## src/rtl/rpp_pkg.sv

```systemverilog
package rpp_pkg;

  // History of target agreement between successive snapshots.
  typedef enum logic [1:0] {
    Q_EMPTY = 2'd0,  // no usable snapshot since enable / bad snapshot
    Q_ONE   = 2'd1,  // one snapshot held, not yet confirmed
    Q_MATCH = 2'd2   // last two snapshots agreed
  } qual_state_e;

  localparam int unsigned RPP_NPH_DEFAULT = 8;

endpackage

```

## src/rtl/rpp_snap.sv

```systemverilog
// Detects the feedback rising edge, freezes the phase pattern and locates
// the phase that follows the first high-to-low boundary.
module rpp_snap #(
  parameter int unsigned NPH  = 8,
  parameter int unsigned IDXW = $clog2(NPH)
) (
  input  logic            clk,
  input  logic            rst_n,
  input  logic            en,
  input  logic [NPH-1:0]  ref_ph,
  input  logic            fb_half,
  output logic            snap_stb,
  output logic            snap_good,
  output logic [IDXW-1:0] snap_idx
);

  logic            fb_q;
  logic            fb_rise;
  logic            good_c;
  logic [IDXW-1:0] idx_c;
  logic [NPH-1:0]  boundary;

  assign fb_rise = en & fb_half & ~fb_q;

  // boundary[k]: phase k low while its predecessor is high
  for (genvar k = 0; k < NPH; k++) begin : g_bnd
    localparam int unsigned PREV = (k + NPH - 1) % NPH;
    assign boundary[k] = ~ref_ph[k] & ref_ph[PREV];
  end

  // lowest boundary wins; pick the phase after it
  always_comb begin
    good_c = 1'b0;
    idx_c  = '0;
    for (int k = NPH - 1; k >= 0; k--) begin
      if (boundary[k]) begin
        good_c = 1'b1;
        idx_c  = IDXW'((k + 1) % NPH);
      end
    end
  end

  always_ff @(posedge clk or negedge rst_n) begin
    if (!rst_n) begin
      fb_q      <= 1'b0;
      snap_stb  <= 1'b0;
      snap_good <= 1'b0;
      snap_idx  <= '0;
    end else begin
      fb_q     <= fb_half;
      snap_stb <= fb_rise;
      if (fb_rise) begin
        snap_good <= good_c;
        snap_idx  <= idx_c;
      end
    end
  end

endmodule

```

## src/rtl/rpp_qual.sv

```systemverilog
// Holds the latest target and whether it was confirmed by a second snapshot.
module rpp_qual #(
  parameter int unsigned NPH  = 8,
  parameter int unsigned IDXW = $clog2(NPH)
) (
  input  logic            clk,
  input  logic            rst_n,
  input  logic            en,
  input  logic            snap_stb,
  input  logic            snap_good,
  input  logic [IDXW-1:0] snap_idx,
  output logic            tgt_ok,
  output logic            tgt_agree,
  output logic [IDXW-1:0] tgt_idx
);
  import rpp_pkg::*;

  qual_state_e     state_q, state_d;
  logic [IDXW-1:0] tgt_q, tgt_d;

  always_comb begin
    state_d = state_q;
    tgt_d   = tgt_q;
    if (!en) begin
      state_d = Q_EMPTY;
    end else if (snap_stb) begin
      if (!snap_good) begin
        state_d = Q_EMPTY;
      end else if (state_q == Q_EMPTY) begin
        state_d = Q_ONE;
        tgt_d   = snap_idx;
      end else if (snap_idx == tgt_q) begin
        state_d = Q_MATCH;
      end else begin
        state_d = Q_ONE;
        tgt_d   = snap_idx;
      end
    end
  end

  always_ff @(posedge clk or negedge rst_n) begin
    if (!rst_n) begin
      state_q <= Q_EMPTY;
      tgt_q   <= '0;
    end else begin
      state_q <= state_d;
      tgt_q   <= tgt_d;
    end
  end

  assign tgt_ok    = (state_q != Q_EMPTY);
  assign tgt_agree = (state_q == Q_MATCH);
  assign tgt_idx   = tgt_q;

endmodule

```

## src/rtl/rpp_switch.sv

```systemverilog
// Walks the select one position at a time toward the target, moving only
// while both neighbouring phases are low, and drives the output mux.
module rpp_switch #(
  parameter int unsigned NPH  = 8,
  parameter int unsigned IDXW = $clog2(NPH)
) (
  input  logic            clk,
  input  logic            rst_n,
  input  logic            en,
  input  logic [NPH-1:0]  ref_ph,
  input  logic            tgt_ok,
  input  logic [IDXW-1:0] tgt_idx,
  output logic [IDXW-1:0] cur_idx,
  output logic            sel_out
);

  localparam logic [IDXW:0] HALF = (IDXW+1)'(NPH / 2);

  logic [IDXW-1:0] cur_q;
  logic [IDXW-1:0] fwd_dist;
  logic [IDXW-1:0] nxt_idx;
  logic            go_up;
  logic            move;
  logic [NPH-1:0]  cur_oh;
  logic [NPH-1:0]  nxt_oh;

  assign fwd_dist = tgt_idx - cur_q;
  assign go_up    = ({1'b0, fwd_dist} <= HALF);
  assign nxt_idx  = go_up ? cur_q + 1'b1 : cur_q - 1'b1;

  for (genvar k = 0; k < NPH; k++) begin : g_dec
    assign cur_oh[k] = (cur_q   == IDXW'(k));
    assign nxt_oh[k] = (nxt_idx == IDXW'(k));
  end

  assign move = en & tgt_ok & (tgt_idx != cur_q)
              & ~|(cur_oh & ref_ph) & ~|(nxt_oh & ref_ph);

  always_ff @(posedge clk or negedge rst_n) begin
    if (!rst_n)    cur_q <= '0;
    else if (move) cur_q <= nxt_idx;
  end

  // AND-OR mux: one decoded term per phase
  assign sel_out = |(cur_oh & ref_ph);
  assign cur_idx = cur_q;

endmodule

```

## src/rtl/refphase_picker.sv

```systemverilog
module refphase_picker #(
  parameter int unsigned NPH  = rpp_pkg::RPP_NPH_DEFAULT,
  parameter int unsigned IDXW = $clog2(NPH)
) (
  input  logic            clk,
  input  logic            rst_n,
  input  logic            en,
  input  logic [NPH-1:0]  ref_ph,
  input  logic            fb_half,
  output logic            ph_sel_out,
  output logic [IDXW-1:0] ph_idx,
  output logic            sel_valid
);

  logic            snap_stb;
  logic            snap_good;
  logic [IDXW-1:0] snap_idx;
  logic            tgt_ok;
  logic            tgt_agree;
  logic [IDXW-1:0] tgt_idx;
  logic [IDXW-1:0] cur_idx;

  rpp_snap #(.NPH(NPH), .IDXW(IDXW)) u_snap (
    .clk       (clk),
    .rst_n     (rst_n),
    .en        (en),
    .ref_ph    (ref_ph),
    .fb_half   (fb_half),
    .snap_stb  (snap_stb),
    .snap_good (snap_good),
    .snap_idx  (snap_idx)
  );

  rpp_qual #(.NPH(NPH), .IDXW(IDXW)) u_qual (
    .clk       (clk),
    .rst_n     (rst_n),
    .en        (en),
    .snap_stb  (snap_stb),
    .snap_good (snap_good),
    .snap_idx  (snap_idx),
    .tgt_ok    (tgt_ok),
    .tgt_agree (tgt_agree),
    .tgt_idx   (tgt_idx)
  );

  rpp_switch #(.NPH(NPH), .IDXW(IDXW)) u_sw (
    .clk     (clk),
    .rst_n   (rst_n),
    .en      (en),
    .ref_ph  (ref_ph),
    .tgt_ok  (tgt_ok),
    .tgt_idx (tgt_idx),
    .cur_idx (cur_idx),
    .sel_out (ph_sel_out)
  );

  assign ph_idx    = cur_idx;
  assign sel_valid = en & tgt_agree & (cur_idx == tgt_idx);

endmodule

```

## config.mk

```make
export PLATFORM = sky130hd
export DESIGN_NAME = refphase_picker
export DESIGN_NICKNAME = d
export VERILOG_FILES = /design/src/rtl/rpp_pkg.sv /design/src/rtl/rpp_snap.sv /design/src/rtl/rpp_qual.sv /design/src/rtl/rpp_switch.sv /design/src/rtl/refphase_picker.sv
export SDC_FILE = /design/constraint.sdc
export NUM_CORES = 1
export LEC_CHECK = 0
export BUFFER_PORTS_ARGS = -buffer_cell sky130_fd_sc_hd__buf_4
export CORE_UTILIZATION = 46
export CTS_BUF_LIST = sky130_fd_sc_hd__clkbuf_8
export CTS_CLUSTER_DIAMETER = 100
export CTS_CLUSTER_SIZE = 28
export DETAILED_ROUTE_END_ITERATION = 6
export PLACE_DENSITY_LB_ADDON = 0.12
export SLEW_MARGIN = 20
export SYNTH_ARGS = -nofsm -noshare
export SYNTH_HDL_FRONTEND = slang
export SYNTH_HIERARCHICAL = 1
export SYNTH_SLANG_ARGS = --single-unit
```

## constraint.sdc

```tcl
create_clock -name clk -period 3 [get_ports clk]
set_input_delay 0.3 -clock clk [delete_from_list [all_inputs] [get_ports clk]]
set_output_delay 0.3 -clock clk [all_outputs]
set_load 0.02 [all_outputs]
```

==> qor.json <==
{
  "largest_net_degree_at_the_start_of_global_routing": 15,
  "ios": 17,
  "layout_worst_path_cycle_share": 0.8811,
  "cts.root.buffer_cell": "clkbuf_8",
  "dr.first_iter.drc_count": 15,
  "clk_slew_on_worst_s_h_paths_ps": 60,
  "cp_data_required_time_ps": 3160,
  "rsz0062_at_grt": "false",
  "post-route-cell-area_um2": 1364,
  "grt_overflow_total": 0,
  "final_replace_weighted_congestion": 0.8532,
  "wire_length_of_the_first_global_routing_pass_um": 3926,
  "critPathCaptureType": "flop",
  "detailedRoute.firstPassIterationCount": 5,
  "antenna_left": 0,
  "num_rows": 17,
  "dp_hpwl_um": 1854,
  "arrival_ps": 2810,
  "min_path_type": "in -> reg",
  "layout_common_cells": "buf_4, dfrtp_1, nand2_1",
  "routed_wire_length_per_instance_um": 13.98,
  "hold_violation_count_in_the_final_report": 0,
  "layout-area-overhead-vs-synth_pct": 17.97,
  "worst_vdd_ir_mv": 0.6126,
  "grt_most_used_layer": "met2",
  "mostFrequentLayoutCell": "buf_4",
  "layout-drive-gt1-share": 0.2761,
  "initial_antenna_violation_count": 0,
  "criticalPathCategory": "reg -> reg",
  "cell_area_reported_after_detailed_placement_um2": 1299,
  "design.die.area_um2": 2718,
  "ctsResizeCount": 0,
  "cts_tree": "yes",
  "number_of_enable_flip_flop_cells_after_synthesis": 0,
  "clock_tree.buffer_depth": 2,
  "antenna-diode-count": 0,
  "post-route-min-period_ps": 2643,
  "final_cells": 162,
  "htreeDepth": 1,
  "timing.fmax_mhz": 378.3,
  "finalMaxSlewViolations": 0,
  "post_synth_instance_area_um2": 1156,
  "tritoncts_num_sinks": 14,
  "finish.net_count": 156,
  "outcome": "completed",
  "route.detailed.vias_per_inst": 5.401,
  "grt_pass1_vias": 876,
  "routed_wirelength_um": 2265,
  "clk_latency_ps": 240,
  "timing.critical_path.from_type": "flop",
  "count_of_vias_placed_by_the_detailed_router": 875,
  "reported_max_cap_violation_count": 0,
  "drcViolationCount": 0,
  "timing.hold.ws_ps": 176.1,
  "power.density_nw_per_um2": 791.0,
  "numCtsBuffers": 3,
  "global_route_met3_usage": 0.03509,
  "async_reset_ff_frac": 1.000,
  "groute.layer.met2.usage": 0.3355,
  "netlist_instances": 115,
  "synth.lib_cells_used.distinct": 43,
  "finalClockSkew_ps": 1.027,
  "slew_hr": 0.7202,
  "tightestPinTransition_ps": 419.6,
  "leakagePower_uw": 0.0006359,
  "report.power.total_uw": 1079,
  "worstPathMaxFanout": 10,
  "synth_flop_cell": "dfrtp_1",
  "placed_cells": 157,
  "floorplan.die.width_um": 52.13,
  "cts_hold_repair.buffers": 1,
  "fillerInstances": 208,
  "core_um2": 2297,
  "fin_tns_setup_ps": 0,
  "global_route.usage.met1": 0.2532,
  "cts_setup_buffers": 0,
  "avgSynthCellArea_um2": 10.05,
  "die_h_um": 52.13,
  "ys_ff_latch": 14,
  "syn_warnings": 6,
  "place.port_buffers": 16,
  "start_util": 0.5033,
  "grtUsageTotal": 0.1984,
  "timing.final.setup_violations": 0,
  "seq_area_frac_synth": 0.3030,
  "synth_fp_nets": 136
}
## synthesized netlist by cell type, drive strengths merged (3+ instances only)
cell type,number,share of area
a21oi,3,0.013
dfrtp,14,0.30
ha,9,0.097
inv,7,0.023
mux2,3,0.039
mux2i,8,0.069
nand2,12,0.039
nand2b,4,0.022
nor2b,7,0.038
nor3,3,0.017
o21ai,4,0.027
or2,3,0.018
xnor2,5,0.038
xor2,5,0.051
## area by class of cell
type                    instances  area (µm²)  share of cell area
clock buffers                   4       55.05             0.04037
inverters                       7       26.28             0.01927
multi-input cells              92       767.0              0.5624
flip-flops and latches         14       350.3              0.2569
well taps                      28       35.03             0.02569
repair buffers                 17       130.1             0.09541
## cell families after synthesis
family	Yosys count	synth area share
compound gates	23	0.1688
xor+xnor	10	0.08875
fa+ha+maj	9	0.09740
buf+inv	9	0.03355
flops	14	0.3030
mux	11	0.1082
simple gates	39	0.2002
## metrics by stage
| step | worst slack, ps | utilization |
|---|---|---|
| floorplan | 391.0 | - |
| global placement | 491.7 | 0.5654 |
| detailed placement | 405.1 | 0.5654 |
| CTS | 394.5 | 0.5937 |
| global route | 212.5 | 0.5937 |
| finish | 356.8 | 0.5937 |
## worst paths after layout
path	end	depth (start not counted)	slack, ps	startpoint
worst min register to register	u_qual/state_q[0]$_DFFE_PN0P_	1	520	u_snap/snap_stb$_DFF_PN0_
worst max-delay path	u_sw/cur_idx[1]$_DFFE_PN0P_	8	360	u_sw/cur_idx[0]$_DFFE_PN0P_
max in group asynchronous	u_snap/fb_q$_DFF_PN0_	2	2400	rst_n
min in group asynchronous	u_qual/tgt_idx[2]$_DFFE_PN0P_	2	440	rst_n
worst max register to register	u_sw/cur_idx[1]$_DFFE_PN0P_	8	360	u_sw/cur_idx[0]$_DFFE_PN0P_
worst min-delay path	u_snap/fb_q$_DFF_PN0_	1	180	fb_half
## critical path, cell delays in order (launching register included)
cell and delay (ps):
dfrtp_1 600, inv_1 180, ha_1 260, a222oi_1 340, mux2i_1 130, a221o_1 300
or2_2 320, a211oi_2 240, mux2i_1 220
## power breakdown
part           leakage (µW)  internal (µW)  switching, µW
Sequential         0.000168            225           68.8
Clock             0.0000288            116           62.5
Combinational      0.000440            287            319
## metal layers
metal	vias to the layer above	routed length, µm
li1	448	-
met1	405	1093
met2	20	1073
met3	2	79
met4	0	19
met5	-	0
## registers in the layout, summed over array words and instances, names as in the netlist
name              flops
u_qual/state_q        2
u_snap/snap_idx       3
u_snap/snap_good      1
u_snap/snap_stb       1
u_sw/cur_idx          3
u_snap/fb_q           1
u_qual/tgt_idx        3
Power figures use the tool's default switching activity.
